===== config.mk =====
export PLATFORM = sky130hd
export DESIGN_NAME = tick_timer
export DESIGN_NICKNAME = d
export VERILOG_FILES = /design/src/rtl/tt_pkg.sv /design/src/rtl/tt_decode.sv /design/src/rtl/tt_prescale.sv /design/src/rtl/tt_counter.sv /design/src/rtl/tt_status.sv /design/src/rtl/tick_timer.sv
export SDC_FILE = /design/constraint.sdc
export NUM_CORES = 1
export LEC_CHECK = 0
export BUFFER_PORTS_ARGS = -buffer_cell sky130_fd_sc_hd__buf_2
export CAP_MARGIN = 10
export CORE_MARGIN = 4
export CORE_UTILIZATION = 25
export CTS_BUF_LIST = sky130_fd_sc_hd__clkbuf_4 sky130_fd_sc_hd__clkbuf_8
export CTS_CLUSTER_DIAMETER = 200
export DETAILED_ROUTE_END_ITERATION = 7
export GPL_TIMING_DRIVEN = 0
export PLACE_DENSITY = 0.45
export SLEW_MARGIN = 40
export SYNTH_ARGS = -nofsm -noshare
export SYNTH_HDL_FRONTEND = slang
export SYNTH_SLANG_ARGS = --single-unit

===== constraint.sdc =====
create_clock -name clk_i -period 9.1 [get_ports clk_i]
set_clock_uncertainty 0.1 [all_clocks]
set_input_delay 0.455 -clock clk_i [delete_from_list [all_inputs] [get_ports clk_i]]
set_output_delay 0.455 -clock clk_i [all_outputs]
set_load 0.02 [all_outputs]

===== src/rtl/tt_pkg.sv =====
package tt_pkg;
  localparam int unsigned TT_DATA_W = 32;
  localparam int unsigned TT_PRE_W  = 8;
  localparam int unsigned TT_OFF_W  = 5;
  localparam int unsigned EN_BIT    = 0;
  localparam int unsigned AUTO_BIT  = 1;
  localparam int unsigned PRE_LSB   = 8;

  typedef enum logic [TT_OFF_W-1:0] {
    OFF_LOAD = 5'h00,
    OFF_CNT  = 5'h04,
    OFF_CTRL = 5'h08,
    OFF_STAT = 5'h0C
  } tt_off_e;
endpackage


===== src/rtl/tt_decode.sv =====
module tt_decode
  import tt_pkg::*;
#(
  parameter int unsigned AddrW = 8,
  parameter int unsigned DataW = TT_DATA_W,
  parameter int unsigned PreW  = TT_PRE_W
) (
  input  logic             req_i,
  input  logic             we_i,
  input  logic [AddrW-1:0] addr_i,
  input  logic [DataW-1:0] load_i,
  input  logic [DataW-1:0] count_i,
  input  logic             en_i,
  input  logic             auto_i,
  input  logic [PreW-1:0]  pre_i,
  input  logic             flag_i,
  output logic             wr_load_o,
  output logic             wr_cnt_o,
  output logic             wr_ctrl_o,
  output logic             wr_stat_o,
  output logic [DataW-1:0] rdata_o
);
  logic [TT_OFF_W-1:0] off;
  logic                wr;
  logic                unused_addr;

  assign off         = addr_i[TT_OFF_W-1:0];
  assign wr          = req_i && we_i;
  assign unused_addr = ^addr_i[AddrW-1:TT_OFF_W];

  assign wr_load_o = wr && (off == OFF_LOAD);
  assign wr_cnt_o  = wr && (off == OFF_CNT);
  assign wr_ctrl_o = wr && (off == OFF_CTRL);
  assign wr_stat_o = wr && (off == OFF_STAT);

  always_comb begin
    rdata_o = '0;
    if (req_i && !we_i) begin
      unique case (off)
        OFF_LOAD: rdata_o = load_i;
        OFF_CNT:  rdata_o = (en_i && (count_i != '0)) ? count_i : '0;
        OFF_CTRL: begin
          rdata_o[EN_BIT]             = en_i;
          rdata_o[AUTO_BIT]           = auto_i;
          rdata_o[PRE_LSB +: PreW]    = pre_i;
        end
        OFF_STAT: rdata_o[0] = flag_i;
        default:  rdata_o = '0;
      endcase
    end
  end
endmodule


===== src/rtl/tt_prescale.sv =====
module tt_prescale
  import tt_pkg::*;
#(
  parameter int unsigned PreW = TT_PRE_W
) (
  input  logic            clk_i,
  input  logic            rst_ni,
  input  logic            restart_i,
  input  logic            run_i,
  input  logic [PreW-1:0] pre_i,
  output logic            step_o
);
  logic [PreW-1:0] phase_q;

  // >= keeps a shrunk prescale from stalling a phase already past it
  assign step_o = run_i && !restart_i && (phase_q >= pre_i);

  always_ff @(posedge clk_i or negedge rst_ni) begin
    if (!rst_ni)        phase_q <= '0;
    else if (restart_i) phase_q <= '0;
    else if (run_i)     phase_q <= step_o ? '0 : phase_q + PreW'(1);
  end
endmodule


===== src/rtl/tt_counter.sv =====
module tt_counter
  import tt_pkg::*;
#(
  parameter int unsigned DataW = TT_DATA_W
) (
  input  logic             clk_i,
  input  logic             rst_ni,
  input  logic             wr_i,
  input  logic [DataW-1:0] wdata_i,
  input  logic             fill_i,
  input  logic [DataW-1:0] load_i,
  input  logic             step_i,
  input  logic             auto_i,
  output logic [DataW-1:0] count_o,
  output logic             expire_o
);
  logic [DataW-1:0] count_q;

  assign count_o  = count_q;
  assign expire_o = step_i && (count_q == DataW'(1));

  always_ff @(posedge clk_i or negedge rst_ni) begin
    if (!rst_ni)       count_q <= '0;
    else if (wr_i)     count_q <= wdata_i;
    else if (fill_i)   count_q <= load_i;
    else if (expire_o) count_q <= auto_i ? load_i : '0;
    else if (step_i)   count_q <= count_q - DataW'(1);
  end
endmodule


===== src/rtl/tt_status.sv =====
module tt_status (
  input  logic clk_i,
  input  logic rst_ni,
  input  logic set_i,
  input  logic clr_i,
  output logic flag_o
);
  logic flag_q;

  assign flag_o = flag_q;

  always_ff @(posedge clk_i or negedge rst_ni) begin
    if (!rst_ni)     flag_q <= 1'b0;
    else if (set_i)  flag_q <= 1'b1;
    else if (clr_i)  flag_q <= 1'b0;
  end
endmodule


===== src/rtl/tick_timer.sv =====
module tick_timer
  import tt_pkg::*;
#(
  parameter int unsigned AddrW = 8,
  parameter int unsigned DataW = TT_DATA_W,
  parameter int unsigned PreW  = TT_PRE_W
) (
  input  logic             clk_i,
  input  logic             rst_ni,
  input  logic             req_i,
  input  logic             we_i,
  input  logic [AddrW-1:0] addr_i,
  input  logic [DataW-1:0] wdata_i,
  output logic [DataW-1:0] rdata_o,
  output logic             irq_o
);
  logic             wr_load, wr_cnt, wr_ctrl, wr_stat;
  logic [DataW-1:0] load_q;
  logic             en_q, auto_q;
  logic [PreW-1:0]  pre_q;
  logic [DataW-1:0] count;
  logic             step, expire, flag;
  logic             en_rise, fill, restart, run;
  logic             unused_wdata;

  assign unused_wdata = ^{wdata_i[DataW-1:PRE_LSB+PreW], wdata_i[PRE_LSB-1:AUTO_BIT+1]};

  tt_decode #(.AddrW(AddrW), .DataW(DataW), .PreW(PreW)) i_decode (
    .req_i     (req_i),
    .we_i      (we_i),
    .addr_i    (addr_i),
    .load_i    (load_q),
    .count_i   (count),
    .en_i      (en_q),
    .auto_i    (auto_q),
    .pre_i     (pre_q),
    .flag_i    (flag),
    .wr_load_o (wr_load),
    .wr_cnt_o  (wr_cnt),
    .wr_ctrl_o (wr_ctrl),
    .wr_stat_o (wr_stat),
    .rdata_o   (rdata_o)
  );

  assign en_rise = wr_ctrl && !en_q && wdata_i[EN_BIT];
  assign fill    = en_rise && wdata_i[AUTO_BIT] && (count == '0);
  assign restart = wr_load || wr_cnt || en_rise;
  assign run     = en_q && (count != '0);

  always_ff @(posedge clk_i or negedge rst_ni) begin
    if (!rst_ni)      load_q <= '0;
    else if (wr_load) load_q <= wdata_i;
  end

  always_ff @(posedge clk_i or negedge rst_ni) begin
    if (!rst_ni) begin
      en_q   <= 1'b0;
      auto_q <= 1'b0;
      pre_q  <= '0;
    end else if (wr_ctrl) begin
      en_q   <= wdata_i[EN_BIT];
      auto_q <= wdata_i[AUTO_BIT];
      pre_q  <= wdata_i[PRE_LSB +: PreW];
    end
  end

  tt_prescale #(.PreW(PreW)) i_prescale (
    .clk_i     (clk_i),
    .rst_ni    (rst_ni),
    .restart_i (restart),
    .run_i     (run),
    .pre_i     (pre_q),
    .step_o    (step)
  );

  tt_counter #(.DataW(DataW)) i_counter (
    .clk_i    (clk_i),
    .rst_ni   (rst_ni),
    .wr_i     (wr_load || wr_cnt),
    .wdata_i  (wdata_i),
    .fill_i   (fill),
    .load_i   (load_q),
    .step_i   (step),
    .auto_i   (auto_q),
    .count_o  (count),
    .expire_o (expire)
  );

  tt_status i_status (
    .clk_i  (clk_i),
    .rst_ni (rst_ni),
    .set_i  (expire),
    .clr_i  (wr_stat && wdata_i[0]),
    .flag_o (flag)
  );

  assign irq_o = flag;
endmodule


==> impl_metrics.json <==
{
  "grt_max_degree": 57,
  "clock_power_share": 0.307,
  "worst_path_most_repeated_cell": "clkbuf_1",
  "die_h_um": 155,
  "ctsHtreeMaxLevel": 3,
  "synth_area_per_cell_um2": 9.17,
  "tns_ns": 0,
  "seq_power_share": 0.450,
  "clkSlewWorstSetupHoldPaths_ns": 0.10,
  "synth_area_um2": 5380,
  "fmax_ghz": 0.203,
  "yosys.area.top_type": "dfrtp_1",
  "final_area_um2": 6390,
  "ys_warn_count": 0,
  "hold_viol": 0,
  "yosysUniqueCellTypes": 60,
  "start_util": 0.255,
  "clock-root-buffer": "clkbuf_8",
  "dr_wl_met2_mm": 8.12,
  "cts_sinks": 83,
  "grt_pass1_vias": 4904,
  "cts_buffer_depth": 2,
  "p_sw_mw": 0.377,
  "placed_cell_area_um2": 6130,
  "die_area_um2": 23900,
  "setup_viol_count_final": 0,
  "die_w_um": 155,
  "startpoint_type": "flop",
  "synthToLayoutAreaGrowth_pct": 18.7,
  "timing.hold.ws_ns": 0.210,
  "grt_overflow": 0,
  "drt_wl_total_mm": 17.7,
  "synth_most_common_cell": "nor2_1",
  "diodes": 0,
  "power.internal_mw": 0.737,
  "first_iter_violations": 358,
  "whs_path_depth": 2,
  "grt_first_pass_wirelength_mm": 28.0,
  "cts-resized-gates": 0,
  "wl_per_cell_um": 18.6,
  "r2r_cells": 9,
  "netlist_instances": 587,
  "synthTopCellsByArea": "dfrtp_1, nor2_1, mux2_2, a22oi_1, o21ai_0",
  "cts_buffers": 9,
  "status": "complete, no violations",
  "crit_fanout": 10,
  "ys_seq_area_frac": 0.386,
  "routed.top_layer": "met4",
  "drive_gt1_frac": 0.270,
  "multi_input_area_um2": 3010,
  "rsz0062_at_grt": "false",
  "worstSetupPathType": "reg -> out",
  "power_frac_comb": 0.243,
  "leakagePower_nw": 2.74,
  "hold_path_class": "in -> reg",
  "worst-path-buf-inv": 4,
  "wl_met1_mm": 8.04,
  "cp_num_cells": 11,
  "worst_slew_pin_slew_ns": 0.753,
  "synth_edf_count": 0,
  "slowest_stage": "nor4_1",
  "final_max_slew_viol_count": 0,
  "cts_tree": "built",
  "min_period_over_period": 0.541,
  "postCtsSetupBuffers": 0,
  "core.rowCount": 53,
  "wl_met3_mm": 1.08,
  "worstPathRequired_ns": 8.55,
  "nets": 728,
  "io_buffers": 72,
  "path_cells": "nor4_1 > or4bb_1 > or4_4 > buf_6 > o21a_4 > and3_1 > clkbuf_1 > clkbuf_1 > a222oi_1 > nor2_1 > buf_2",
  "critical-path-top-delay-family": "simple AND/OR/NAND/NOR gates",
  "fill_cells": 2239,
  "endpoint_kind": "primary output",
  "clock_latency_ns": 0.39,
  "synth_top_flop_cell": "dfrtp_1",
  "cp.arrival_ns": 4.37,
  "viasPerCell": 5.11,
  "max_stage_delay_ns": 0.69,
  "drc": 0,
  "antenna_found_initial": 0,
  "place.gp.congestion": 0.890,
  "syn-num-nets": 643,
  "switching_share": 0.339,
  "grt.total_usage": 0.148,
  "synthArstFlopShare": 1.00,
  "fin_crit_ns": 4.92,
  "vias": 4866,
  "ant_nets": 0,
  "relSlewSlack": 0.495,
  "synth-seq-cells": 83,
  "dp_hpwl_mm": 13.0,
  "synth_top_area_frac": 0.386,
  "peakVddDrop_uv": 77.8,
  "cellPowerDensity_nw_per_um2": 174,
  "maxCapViolations": 0,
  "ioPinCount": 77,
  "holdBufCountCts": 1,
  "synth_commonest_cells": "nor2_1, dfrtp_1, nand2_1",
  "dr.pass1.iters": 6,
  "core_um2": 21100,
  "register_area_um2": 2080
}
==> layout by cell type (no fill, tap or decap), types with 4 or more instances in the layout <==
master | synthesis | routed
a211oi_1 | 17 | 17
a21oi_1 | 15 | 15
a21oi_2 | 8 | 8
a221oi_1 | 5 | 5
a221oi_2 | 9 | 9
a222oi_1 | 9 | 9
a22oi_1 | 22 | 22
and3_1 | 5 | 5
buf_2 | 8 | 79
buf_6 | 4 | 4
clkbuf_1 | 27 | 27
clkbuf_8 | 0 | 9
dfrtp_1 | 83 | 83
ha_1 | 12 | 12
inv_1 | 15 | 15
mux2_2 | 35 | 35
nand2_1 | 36 | 36
nand2b_1 | 4 | 4
nand3_1 | 4 | 4
nand3b_1 | 5 | 5
nor2_1 | 116 | 116
nor3_1 | 19 | 17
nor4_1 | 9 | 9
o21ai_0 | 33 | 33
o31ai_1 | 4 | 4
o31ai_2 | 8 | 8
or3_1 | 6 | 6
xnor2_1 | 17 | 17
xor2_1 | 8 | 8
==> registers in the layout (all words and copies together), names as in the netlist <==
| signal | count |
|---|---|
| auto_q | 1 |
| en_q | 1 |
| i_counter.count_o | 32 |
| i_prescale.phase_q | 8 |
| i_status.flag_o | 1 |
| load_q | 32 |
| pre_q | 8 |
==> layer usage <==
layer | vias up | track usage
met2 | 167 | 0.238
met3 | 26 | 0.0316
met5 | - | 0
met1 | 2373 | 0.196
li1 | 2300 | -
met4 | 0 | 0.0530
==> power by group through the flow <==
stage	Sequential, mW	Clock [mW]	Combinational (mW)
after floorplan	0.485	0	0.202
after global placement	0.507	0	0.262
after detailed placement	0.508	0	0.270
after CTS	0.501	0.352	0.272
after global routing	0.514	0.364	0.307
final	0.502	0.342	0.271
==> per-stage QoR <==
step | util | power [mW] | cells | setup WS [ns]
floorplan | - | 0.687 | 587 | 5.23
global placement | 0.289 | 0.769 | 934 | 4.61
detailed placement | 0.291 | 0.779 | 935 | 4.63
CTS | 0.303 | 1.13 | 952 | 4.18
global route | 0.303 | 1.18 | 952 | 3.97
finish | 0.303 | 1.11 | 952 | 4.18
==> path summary, 6_finish.rpt <==
| path | start | slack [ns] | end |
|---|---|---|---|
| max | i_counter.count_o[18] | 4.18 | rdata_o[13] |
| max in group asynchronous | rst_ni | 7.91 | load_q[13] |
| min in group asynchronous | rst_ni | 0.41 | i_counter.count_o[29] |
| max reg2reg | i_counter.count_o[18] | 4.99 | i_counter.count_o[22] |
| min reg2reg | i_status.flag_o | 0.42 | i_status.flag_o |
| min | wdata_i[6] | 0.21 | load_q[6] |
==> cell families (layout without fill, tap and decap cells) <==
family	after synthesis	count (layout)	synth area share
XOR/XNOR	25	25	0.0407
buffers and inverters	59	149	0.0570
adder cells (fa/ha/maj)	12	12	0.0279
AND/OR/NAND/NOR	230	230	0.203
flip-flops	83	83	0.386
multiplexers	35	35	0.0732
AO/OA/AOI/OAI	143	143	0.212
==> final cells by class <==
type,instances,area share
sequential,83,0.325
multi-input combinational,445,0.471
clock buffer,10,0.0206
timing repair buffer,74,0.0639
buffer,44,0.0392
tap,275,0.0539
clock inverter,6,0.0176
inverter,15,0.00881
Power figures use the tool's default switching activity.
